[config.mk]
export PLATFORM = sky130hd
export DESIGN_NAME = wlc_cache
export DESIGN_NICKNAME = d
export VERILOG_FILES = /design/src/rtl/wlc_pkg.sv /design/src/rtl/wlc_data_ram.sv /design/src/rtl/wlc_tag_dir.sv /design/src/rtl/wlc_ctrl.sv /design/src/rtl/wlc_cache.sv
export SDC_FILE = /design/constraint.sdc
export NUM_CORES = 2
export LEC_CHECK = 0
export ABC_AREA = 0
export BUFFER_PORTS_ARGS = -buffer_cell sky130_fd_sc_hd__clkbuf_2
export CORE_MARGIN = 3
export CORE_UTILIZATION = 30
export DETAILED_ROUTE_END_ITERATION = 8
export GPL_ROUTABILITY_DRIVEN = 0
export PLACE_DENSITY = 0.5
export SYNTH_ARGS = -nofsm -noshare
export SYNTH_HDL_FRONTEND = slang
export SYNTH_HIERARCHICAL = 1
export SYNTH_MEMORY_MAX_BITS = 65536
export SYNTH_SLANG_ARGS = --single-unit
[constraint.sdc]
create_clock -name clk_i -period 7.16 [get_ports clk_i]
set_input_delay 0.716 -clock clk_i [delete_from_list [all_inputs] [get_ports clk_i]]
set_output_delay 0.716 -clock clk_i [all_outputs]
set_load 0.005 [all_outputs]
[src/rtl/wlc_pkg.sv]
package wlc_pkg;
  localparam int WLC_WAYS = 2;

  typedef enum logic [1:0] {
    ST_IDLE,
    ST_WB,
    ST_RDREQ,
    ST_FILL
  } wlc_state_e;
endpackage

[src/rtl/wlc_data_ram.sv]
module wlc_data_ram
  import wlc_pkg::*;
#(
  parameter int SETS   = 8,
  parameter int WORDS  = 8,
  parameter int DATA_W = 32,
  localparam int IDX_W = $clog2(SETS),
  localparam int OFF_W = $clog2(WORDS)
) (
  input  logic                               clk_i,
  input  logic [IDX_W-1:0]                   ridx_i,
  input  logic [OFF_W-1:0]                   roff_i,
  output logic [WLC_WAYS-1:0][DATA_W-1:0]    rdata_o,
  input  logic                               we_i,
  input  logic                               way_i,
  input  logic [IDX_W-1:0]                   widx_i,
  input  logic [OFF_W-1:0]                   woff_i,
  input  logic [DATA_W-1:0]                  wdata_i
);
  localparam int DEPTH = SETS * WORDS;

  for (genvar w = 0; w < WLC_WAYS; w++) begin : g_way
    logic [DATA_W-1:0] mem_q [DEPTH];

    always_ff @(posedge clk_i) begin
      if (we_i && (way_i == w[0])) mem_q[{widx_i, woff_i}] <= wdata_i;
    end

    assign rdata_o[w] = mem_q[{ridx_i, roff_i}];
  end
endmodule

[src/rtl/wlc_tag_dir.sv]
module wlc_tag_dir
  import wlc_pkg::*;
#(
  parameter int SETS  = 8,
  parameter int TAG_W = 6,
  localparam int IDX_W = $clog2(SETS)
) (
  input  logic                             clk_i,
  input  logic                             rst_ni,
  input  logic [IDX_W-1:0]                 idx_i,
  output logic [WLC_WAYS-1:0][TAG_W-1:0]   tag_o,
  output logic [WLC_WAYS-1:0]              valid_o,
  output logic [WLC_WAYS-1:0]              dirty_o,
  output logic                             lru_o,
  input  logic                             fill_i,
  input  logic                             fill_way_i,
  input  logic [TAG_W-1:0]                 fill_tag_i,
  input  logic                             fill_dirty_i,
  input  logic                             dset_i,
  input  logic                             dset_way_i,
  input  logic                             touch_i,
  input  logic                             touch_way_i
);
  logic [SETS-1:0] lru_q;

  for (genvar w = 0; w < WLC_WAYS; w++) begin : g_way
    logic [TAG_W-1:0] tag_q [SETS];
    logic [SETS-1:0]  val_q, dty_q;
    logic             fill_me, dset_me;

    assign fill_me = fill_i && (fill_way_i == w[0]);
    assign dset_me = dset_i && (dset_way_i == w[0]);

    always_ff @(posedge clk_i) begin
      if (fill_me) tag_q[idx_i] <= fill_tag_i;
    end

    always_ff @(posedge clk_i or negedge rst_ni) begin
      if (!rst_ni) begin
        val_q <= '0;
        dty_q <= '0;
      end else if (fill_me) begin
        val_q[idx_i] <= 1'b1;
        dty_q[idx_i] <= fill_dirty_i;
      end else if (dset_me) begin
        dty_q[idx_i] <= 1'b1;
      end
    end

    assign tag_o[w]   = tag_q[idx_i];
    assign valid_o[w] = val_q[idx_i];
    assign dirty_o[w] = dty_q[idx_i];
  end

  // marker names the way to evict next
  always_ff @(posedge clk_i or negedge rst_ni) begin
    if (!rst_ni)      lru_q <= '0;
    else if (touch_i) lru_q[idx_i] <= ~touch_way_i;
  end

  assign lru_o = lru_q[idx_i];
endmodule

[src/rtl/wlc_ctrl.sv]
module wlc_ctrl
  import wlc_pkg::*;
#(
  parameter int ADDR_W = 12,
  parameter int DATA_W = 32,
  parameter int SETS   = 8,
  parameter int WORDS  = 8,
  localparam int OFF_W = $clog2(WORDS),
  localparam int IDX_W = $clog2(SETS),
  localparam int TAG_W = ADDR_W - IDX_W - OFF_W
) (
  input  logic                             clk_i,
  input  logic                             rst_ni,
  input  logic                             req_i,
  input  logic                             we_i,
  input  logic [ADDR_W-1:0]                addr_i,
  input  logic [DATA_W-1:0]                wdata_i,
  output logic                             ack_o,
  output logic [DATA_W-1:0]                rdata_o,
  output logic                             mem_rd_o,
  output logic                             mem_wr_o,
  output logic [ADDR_W-1:0]                mem_addr_o,
  output logic [DATA_W-1:0]                mem_wdata_o,
  input  logic                             mem_rvalid_i,
  input  logic [DATA_W-1:0]                mem_rdata_i,
  output logic [IDX_W-1:0]                 dir_idx_o,
  input  logic [WLC_WAYS-1:0][TAG_W-1:0]   dir_tag_i,
  input  logic [WLC_WAYS-1:0]              dir_valid_i,
  input  logic [WLC_WAYS-1:0]              dir_dirty_i,
  input  logic                             dir_lru_i,
  output logic                             dir_fill_o,
  output logic                             dir_fill_way_o,
  output logic [TAG_W-1:0]                 dir_fill_tag_o,
  output logic                             dir_fill_dirty_o,
  output logic                             dir_dset_o,
  output logic                             dir_dset_way_o,
  output logic                             dir_touch_o,
  output logic                             dir_touch_way_o,
  output logic [IDX_W-1:0]                 ram_ridx_o,
  output logic [OFF_W-1:0]                 ram_roff_o,
  input  logic [WLC_WAYS-1:0][DATA_W-1:0]  ram_rdata_i,
  output logic                             ram_we_o,
  output logic                             ram_way_o,
  output logic [IDX_W-1:0]                 ram_widx_o,
  output logic [OFF_W-1:0]                 ram_woff_o,
  output logic [DATA_W-1:0]                ram_wdata_o
);
  wlc_state_e state_q, state_d;
  logic [OFF_W-1:0]  cnt_q, cnt_d;
  logic [TAG_W-1:0]  ltag_q, vtag_q;
  logic [IDX_W-1:0]  lidx_q;
  logic [OFF_W-1:0]  loff_q;
  logic              lwe_q, lway_q;
  logic [DATA_W-1:0] lwdata_q;

  logic [TAG_W-1:0]  a_tag;
  logic [IDX_W-1:0]  a_idx;
  logic [OFF_W-1:0]  a_off;
  logic [WLC_WAYS-1:0] hit_vec;
  logic idle, lookup, hit, miss, hway, last, beat, beat_req, vict, vict_dirty;

  assign a_tag = addr_i[ADDR_W-1 -: TAG_W];
  assign a_idx = addr_i[OFF_W +: IDX_W];
  assign a_off = addr_i[OFF_W-1:0];

  for (genvar w = 0; w < WLC_WAYS; w++) begin : g_cmp
    assign hit_vec[w] = dir_valid_i[w] && (dir_tag_i[w] == a_tag);
  end

  assign idle       = (state_q == ST_IDLE);
  assign lookup     = idle && req_i;
  assign hit        = lookup && (|hit_vec);
  assign miss       = lookup && !(|hit_vec);
  assign hway       = hit_vec[1];
  assign last       = (cnt_q == {OFF_W{1'b1}});
  assign beat       = (state_q == ST_FILL) && mem_rvalid_i;
  assign beat_req   = beat && (cnt_q == loff_q);
  assign vict       = dir_lru_i;
  assign vict_dirty = dir_valid_i[vict] && dir_dirty_i[vict];

  // processor side
  assign ack_o   = hit || beat_req;
  assign rdata_o = idle ? ram_rdata_i[hway] : mem_rdata_i;

  // directory and data array addressing
  assign dir_idx_o  = idle ? a_idx : lidx_q;
  assign ram_ridx_o = idle ? a_idx : lidx_q;
  assign ram_roff_o = idle ? a_off : cnt_q;

  assign ram_we_o    = (hit && we_i) || beat;
  assign ram_way_o   = idle ? hway : lway_q;
  assign ram_widx_o  = idle ? a_idx : lidx_q;
  assign ram_woff_o  = idle ? a_off : cnt_q;
  assign ram_wdata_o = idle ? wdata_i :
                       ((lwe_q && (cnt_q == loff_q)) ? lwdata_q : mem_rdata_i);

  assign dir_dset_o       = hit && we_i;
  assign dir_dset_way_o   = hway;
  assign dir_fill_o       = beat && last;
  assign dir_fill_way_o   = lway_q;
  assign dir_fill_tag_o   = ltag_q;
  assign dir_fill_dirty_o = lwe_q;
  assign dir_touch_o      = hit || (beat && last);
  assign dir_touch_way_o  = idle ? hway : lway_q;

  // memory side
  assign mem_rd_o    = (state_q == ST_RDREQ);
  assign mem_wr_o    = (state_q == ST_WB);
  assign mem_addr_o  = (state_q == ST_WB) ? {vtag_q, lidx_q, cnt_q}
                                          : {ltag_q, lidx_q, {OFF_W{1'b0}}};
  assign mem_wdata_o = ram_rdata_i[lway_q];

  always_comb begin
    state_d = state_q;
    cnt_d   = cnt_q;
    unique case (state_q)
      ST_IDLE: begin
        cnt_d = '0;
        if (miss) state_d = vict_dirty ? ST_WB : ST_RDREQ;
      end
      ST_WB: begin
        cnt_d = cnt_q + 1'b1;
        if (last) state_d = ST_RDREQ;
      end
      ST_RDREQ: begin
        cnt_d   = '0;
        state_d = ST_FILL;
      end
      ST_FILL: begin
        if (mem_rvalid_i) begin
          cnt_d = cnt_q + 1'b1;
          if (last) state_d = ST_IDLE;
        end
      end
      default: state_d = ST_IDLE;
    endcase
  end

  always_ff @(posedge clk_i or negedge rst_ni) begin
    if (!rst_ni) begin
      state_q <= ST_IDLE;
      cnt_q   <= '0;
    end else begin
      state_q <= state_d;
      cnt_q   <= cnt_d;
    end
  end

  always_ff @(posedge clk_i or negedge rst_ni) begin
    if (!rst_ni) begin
      ltag_q   <= '0;
      vtag_q   <= '0;
      lidx_q   <= '0;
      loff_q   <= '0;
      lwe_q    <= 1'b0;
      lway_q   <= 1'b0;
      lwdata_q <= '0;
    end else if (miss) begin
      ltag_q   <= a_tag;
      vtag_q   <= dir_tag_i[vict];
      lidx_q   <= a_idx;
      loff_q   <= a_off;
      lwe_q    <= we_i;
      lway_q   <= vict;
      lwdata_q <= wdata_i;
    end
  end
endmodule

[src/rtl/wlc_cache.sv]
module wlc_cache
  import wlc_pkg::*;
#(
  parameter int ADDR_W = 12,
  parameter int DATA_W = 32,
  parameter int SETS   = 8,
  parameter int WORDS  = 8
) (
  input  logic              clk_i,
  input  logic              rst_ni,
  input  logic              req_i,
  input  logic              we_i,
  input  logic [ADDR_W-1:0] addr_i,
  input  logic [DATA_W-1:0] wdata_i,
  output logic              ack_o,
  output logic [DATA_W-1:0] rdata_o,
  output logic              mem_rd_o,
  output logic              mem_wr_o,
  output logic [ADDR_W-1:0] mem_addr_o,
  output logic [DATA_W-1:0] mem_wdata_o,
  input  logic              mem_rvalid_i,
  input  logic [DATA_W-1:0] mem_rdata_i
);
  localparam int OFF_W = $clog2(WORDS);
  localparam int IDX_W = $clog2(SETS);
  localparam int TAG_W = ADDR_W - IDX_W - OFF_W;

  logic [IDX_W-1:0]                dir_idx;
  logic [WLC_WAYS-1:0][TAG_W-1:0]  dir_tag;
  logic [WLC_WAYS-1:0]             dir_valid, dir_dirty;
  logic                            dir_lru;
  logic                            dir_fill, dir_fill_way, dir_fill_dirty;
  logic [TAG_W-1:0]                dir_fill_tag;
  logic                            dir_dset, dir_dset_way, dir_touch, dir_touch_way;
  logic [IDX_W-1:0]                ram_ridx, ram_widx;
  logic [OFF_W-1:0]                ram_roff, ram_woff;
  logic [WLC_WAYS-1:0][DATA_W-1:0] ram_rdata;
  logic                            ram_we, ram_way;
  logic [DATA_W-1:0]               ram_wdata;

  wlc_ctrl #(
    .ADDR_W(ADDR_W), .DATA_W(DATA_W), .SETS(SETS), .WORDS(WORDS)
  ) u_ctrl (
    .clk_i, .rst_ni, .req_i, .we_i, .addr_i, .wdata_i, .ack_o, .rdata_o,
    .mem_rd_o, .mem_wr_o, .mem_addr_o, .mem_wdata_o, .mem_rvalid_i, .mem_rdata_i,
    .dir_idx_o        (dir_idx),
    .dir_tag_i        (dir_tag),
    .dir_valid_i      (dir_valid),
    .dir_dirty_i      (dir_dirty),
    .dir_lru_i        (dir_lru),
    .dir_fill_o       (dir_fill),
    .dir_fill_way_o   (dir_fill_way),
    .dir_fill_tag_o   (dir_fill_tag),
    .dir_fill_dirty_o (dir_fill_dirty),
    .dir_dset_o       (dir_dset),
    .dir_dset_way_o   (dir_dset_way),
    .dir_touch_o      (dir_touch),
    .dir_touch_way_o  (dir_touch_way),
    .ram_ridx_o       (ram_ridx),
    .ram_roff_o       (ram_roff),
    .ram_rdata_i      (ram_rdata),
    .ram_we_o         (ram_we),
    .ram_way_o        (ram_way),
    .ram_widx_o       (ram_widx),
    .ram_woff_o       (ram_woff),
    .ram_wdata_o      (ram_wdata)
  );

  wlc_tag_dir #(.SETS(SETS), .TAG_W(TAG_W)) u_dir (
    .clk_i, .rst_ni,
    .idx_i        (dir_idx),
    .tag_o        (dir_tag),
    .valid_o      (dir_valid),
    .dirty_o      (dir_dirty),
    .lru_o        (dir_lru),
    .fill_i       (dir_fill),
    .fill_way_i   (dir_fill_way),
    .fill_tag_i   (dir_fill_tag),
    .fill_dirty_i (dir_fill_dirty),
    .dset_i       (dir_dset),
    .dset_way_i   (dir_dset_way),
    .touch_i      (dir_touch),
    .touch_way_i  (dir_touch_way)
  );

  wlc_data_ram #(.SETS(SETS), .WORDS(WORDS), .DATA_W(DATA_W)) u_ram (
    .clk_i,
    .ridx_i  (ram_ridx),
    .roff_i  (ram_roff),
    .rdata_o (ram_rdata),
    .we_i    (ram_we),
    .way_i   (ram_way),
    .widx_i  (ram_widx),
    .woff_i  (ram_woff),
    .wdata_i (ram_wdata)
  );
endmodule

==> run_results.csv <==
group,metric,value,unit
clock_network,clkLatencyLatePin,1000,ps
final_layout,syn_to_final_growth,16.7,%
clock_network,cts_root_buffer,"clkbuf_16",
outcome,status,"finished clean",
clock_network,cts_tree,"done",
floorplanning,std_cell_rows,272,
detailed_routing,route.detailed.wl_per_inst,30.7,um
timing,period_minus_slack,6990,ps
synthesis,synth.most_common_cell,"edfxtp_1",
pwr,vdd_drop_max,0.492,mV
synthesis,avgSynthCellArea,21.7,um^2
job,drv_cap,0,
pwr,totalPowerFinal,89.9,mW
detailed_routing,vias,82400,
synthesis,ys.flop_type,"edfxtp_1",
setup_path,cp_common_cell,"buf_12",
setup_path,path_class,"flip-flop to primary output",
global_routing,grt_max_degree,129,
detailed_routing,postRouteAntennaNets,0,
synthesis,synth_edf_count,4192,
setup_path,cp.required,6440,ps
setup_path,timing.rr.start,"u_ctrl/state_q[0]",
global_routing,grt_pass1_wl,680,mm
detailed_routing,wl_met1,201,mm
global_routing,grt_pass1_vias,83600,
setup_path,critPathMaxStageDelay,790,ps
final_layout,final_cells,15900,
detailed_routing,drtIter0Drc,10500,
synthesis,syn_nets,7734,
pwr,p_leak,59.5,nW
timing,hold_viol,0,
clock_network,cts-buffers-inserted,451,
setup_path,worstPathArrival,6280,ps
detailed_routing,dr.pass1.iters,5,
pwr,power.density,464,nW/um^2
placed_design,pre_cts_ws,268,ps
setup_path,cp_cell_sequence,"inv_1, ha_4, mux2_8, buf_12, nor2b_4, buf_12, nand2_1, nand4_1, o21ai_0, nor2_1, mux2i_1, a21oi_1, clkbuf_2",
global_routing,globalRouteTotalUtil,17.0,%
detailed_routing,wl_met3,40.3,mm
timing,drv_slew,0,
detailed_routing,drc,0,
synthesis,syn-cell-area,166000,um^2
timing,rsz0062_at_grt,"no",
global_routing,antenna_found_initial,33,
clock_network,htree_num_levels,5,
final_layout,drive_gt1_share,30.0,%
synthesis,syn_inst,7646,
floorplanning,die_h,750,um
floorplanning,num_io_pins,160,
synthesis,synth_largest_area_cell,"edfxtp_1",
detailed_routing,top_layer_used,"met5",
floorplanning,die_area,562000,um^2
clock_network,cts_sinks,4289,
placed_design,placed_cells,15000,
detailed_routing,vias_per_cell,5.19,
setup_path,path_max_fanout,63,
placed_design,dp_hpwl,294,mm
synthesis,synth_area_leaders,"edfxtp_1 (76%), mux4_2 (14%), dfrtp_1 (1.5%), mux2i_1 (1.3%), mux2_2 (0.71%)",
detailed_routing,met2_length,235,mm
timing,setup_viol,0,
setup_path,end_kind,"primary output",
timing,worst_slew_pin_slew,1220,ps
synthesis,synth_cell_types,62,
floorplanning,core_area,550000,um^2
synthesis,synth-async-reset-ratio,2.26,%
setup_path,start_kind,"flip-flop",
timing,setup_ws,166,ps
min_path,min_to,"u_ctrl/dir_fill_tag_o[2]",
detailed_routing,wirelength,488,mm
setup_path,reg2reg_to,"u_ram/g_way[1].mem_q[61][12]",
synthesis,ys_seq_elements,4289,
timing,skew,58.6,ps
setup_path,rrSetupSlack,430,ps
timing,post-route-period-util,97.7,%
global_routing,gr-total-overflow,0,
min_path,holdPathStages,2,
floorplanning,initial_core_util,30.2,%
min_path,min_from,"addr_i[8]",
synthesis,yosys_warnings,6,
synthesis,synth_top_area_share,75.9,%
clock_network,clock_path_buffers,4,
synthesis,ys_seq_area_share,77.3,%
timing,fmax,143,MHz
clock_network,post_cts_buffers,0,
placed_design,portBuffers,159,
timing,relSlewSlack,18.2,%
setup_path,critPathSlowestCell,"nor2_1",
floorplanning,die_w,750,um
setup_path,reg2reg_depth,14,
min_path,hold_path.class,"input port to flip-flop",
final_layout,fin_nets,8323,
synthesis,yosys-top-cells-count,"edfxtp_1 (4192), mux4_2 (1046), nand2_1 (251)",
clock_network,path_clk_slew,60,ps
==> cell families (layout without fill, tap and decap cells) <==
family	count (synthesis)	count (layout)	synth area share, %
AOI/OAI and AO/OA	520	520	2.13
xor gates and xnor gates	15	15	0.0792
adders and majority gates	7	7	0.0528
buffers and inverters	501	1464	1.44
DFF	4289	4289	77.3
muxes	1368	1368	16.2
other	0	19	0
and+or+nand+nor	946	946	2.76
==> per-layer routing <==
metal	vias to the layer above	track usage [%]
li1	33400	-
met1	45100	23.3
met2	3342	27.7
met3	578	3.50
met4	4	4.11
met5	-	0
==> sequential cells by signal (all words and copies together) (netlist names) <==
signal                   cells
u_ctrl/loff_q                3
u_dir/g_way.val_q           16
u_ctrl/vtag_q                6
u_dir/g_way.dty_q           16
u_ctrl/state_q               2
u_ctrl/dir_fill_tag_o        6
u_ram/g_way.mem_q         4096
u_ctrl/lwdata_q             32
u_ctrl/lidx_q                3
u_dir/g_way.tag_q           96
u_ctrl/dir_fill_dirty_o      1
u_ctrl/dir_fill_way_o        1
u_ctrl/cnt_q                 3
u_dir/lru_q                  8
==> power breakdown <==
group	switching [mW]	internal, mW	total (mW)	leakage [nW]
Sequential	0.214	32.4	32.6	39.0
Combinational	23.9	10.4	34.3	13.4
Clock	9.67	13.3	23.0	7.08
==> per-stage QoR <==
stage / TNS (ps) / utilization, % / hold WS, ps / area [um^2]
after floorplan: -24630 / - / 420 / 166000
after global placement: 0 / 32.5 / 442 / 179000
after detailed placement: 0 / 32.5 / 446 / 179000
after CTS: 0 / 35.2 / 19.6 / 194000
after global routing: 0 / 35.2 / 54.5 / 194000
final: 0 / 35.2 / 96.9 / 194000
==> worst max-delay path by stage <==
| stage | endpoint | start | depth (start not counted) | slack [ps] |
|---|---|---|---|---|
| after detailed placement | u_ram/g_way[1].mem_q[61][12] | u_ctrl/state_q[0] | 14 | 270 |
| final | rdata_o[10] | u_ctrl/state_q[0] | 13 | 170 |
| after floorplan | u_ram/g_way[0].mem_q[0][0] | u_ctrl/state_q[0] | 5 | -100 |
| after global routing | rdata_o[30] | u_ctrl/state_q[0] | 14 | 10 |
| after global placement | u_ram/g_way[1].mem_q[56][1] | u_ctrl/state_q[0] | 15 | 240 |
| after CTS | rdata_o[23] | u_ctrl/state_q[0] | 12 | 30 |
==> cell usage in the layout, fill, tap and decap left out, types with 99 or more instances in the layout <==
cell,instances
mux2i_1,214
nor2_4,131
edfxtp_1,4192
a22oi_1,128
nand3_1,182
nand2_1,248
mux4_2,1046
mux2_2,99
clkbuf_16,457
buf_4,346
clkbuf_2,158
==> worst max-delay path, delay by kind of cell, from the launching register on <==
family	cells	cell delay [ps]
AND/OR/NAND/NOR	4	1690
buffers and inverters	4	1110
multiplexers	2	950
AO/OA/AOI/OAI	2	640
flip-flops	1	400
adder cells (fa/ha/maj)	1	320
==> final cells by class <==
type                       instances  area, um^2
antenna                           19        47.5
clock buffer                     560       11900
multi-input combinational       2856       36800
clock inverter                   267        2560
fill                           50500      356000
tap                             7261        9080
inverter                          38         143
sequential                      4289      128000
timing repair buffer             599        4880
==> repair_timing <==
action	4_1_cts	5_1_grt
gates cloned	0	0
endpoints found under the setup margin	6	18
endpoints found under the hold margin	79	0
gates resized for setup	1	13
hold buffers	40	0
Power figures use the tool's default switching activity.
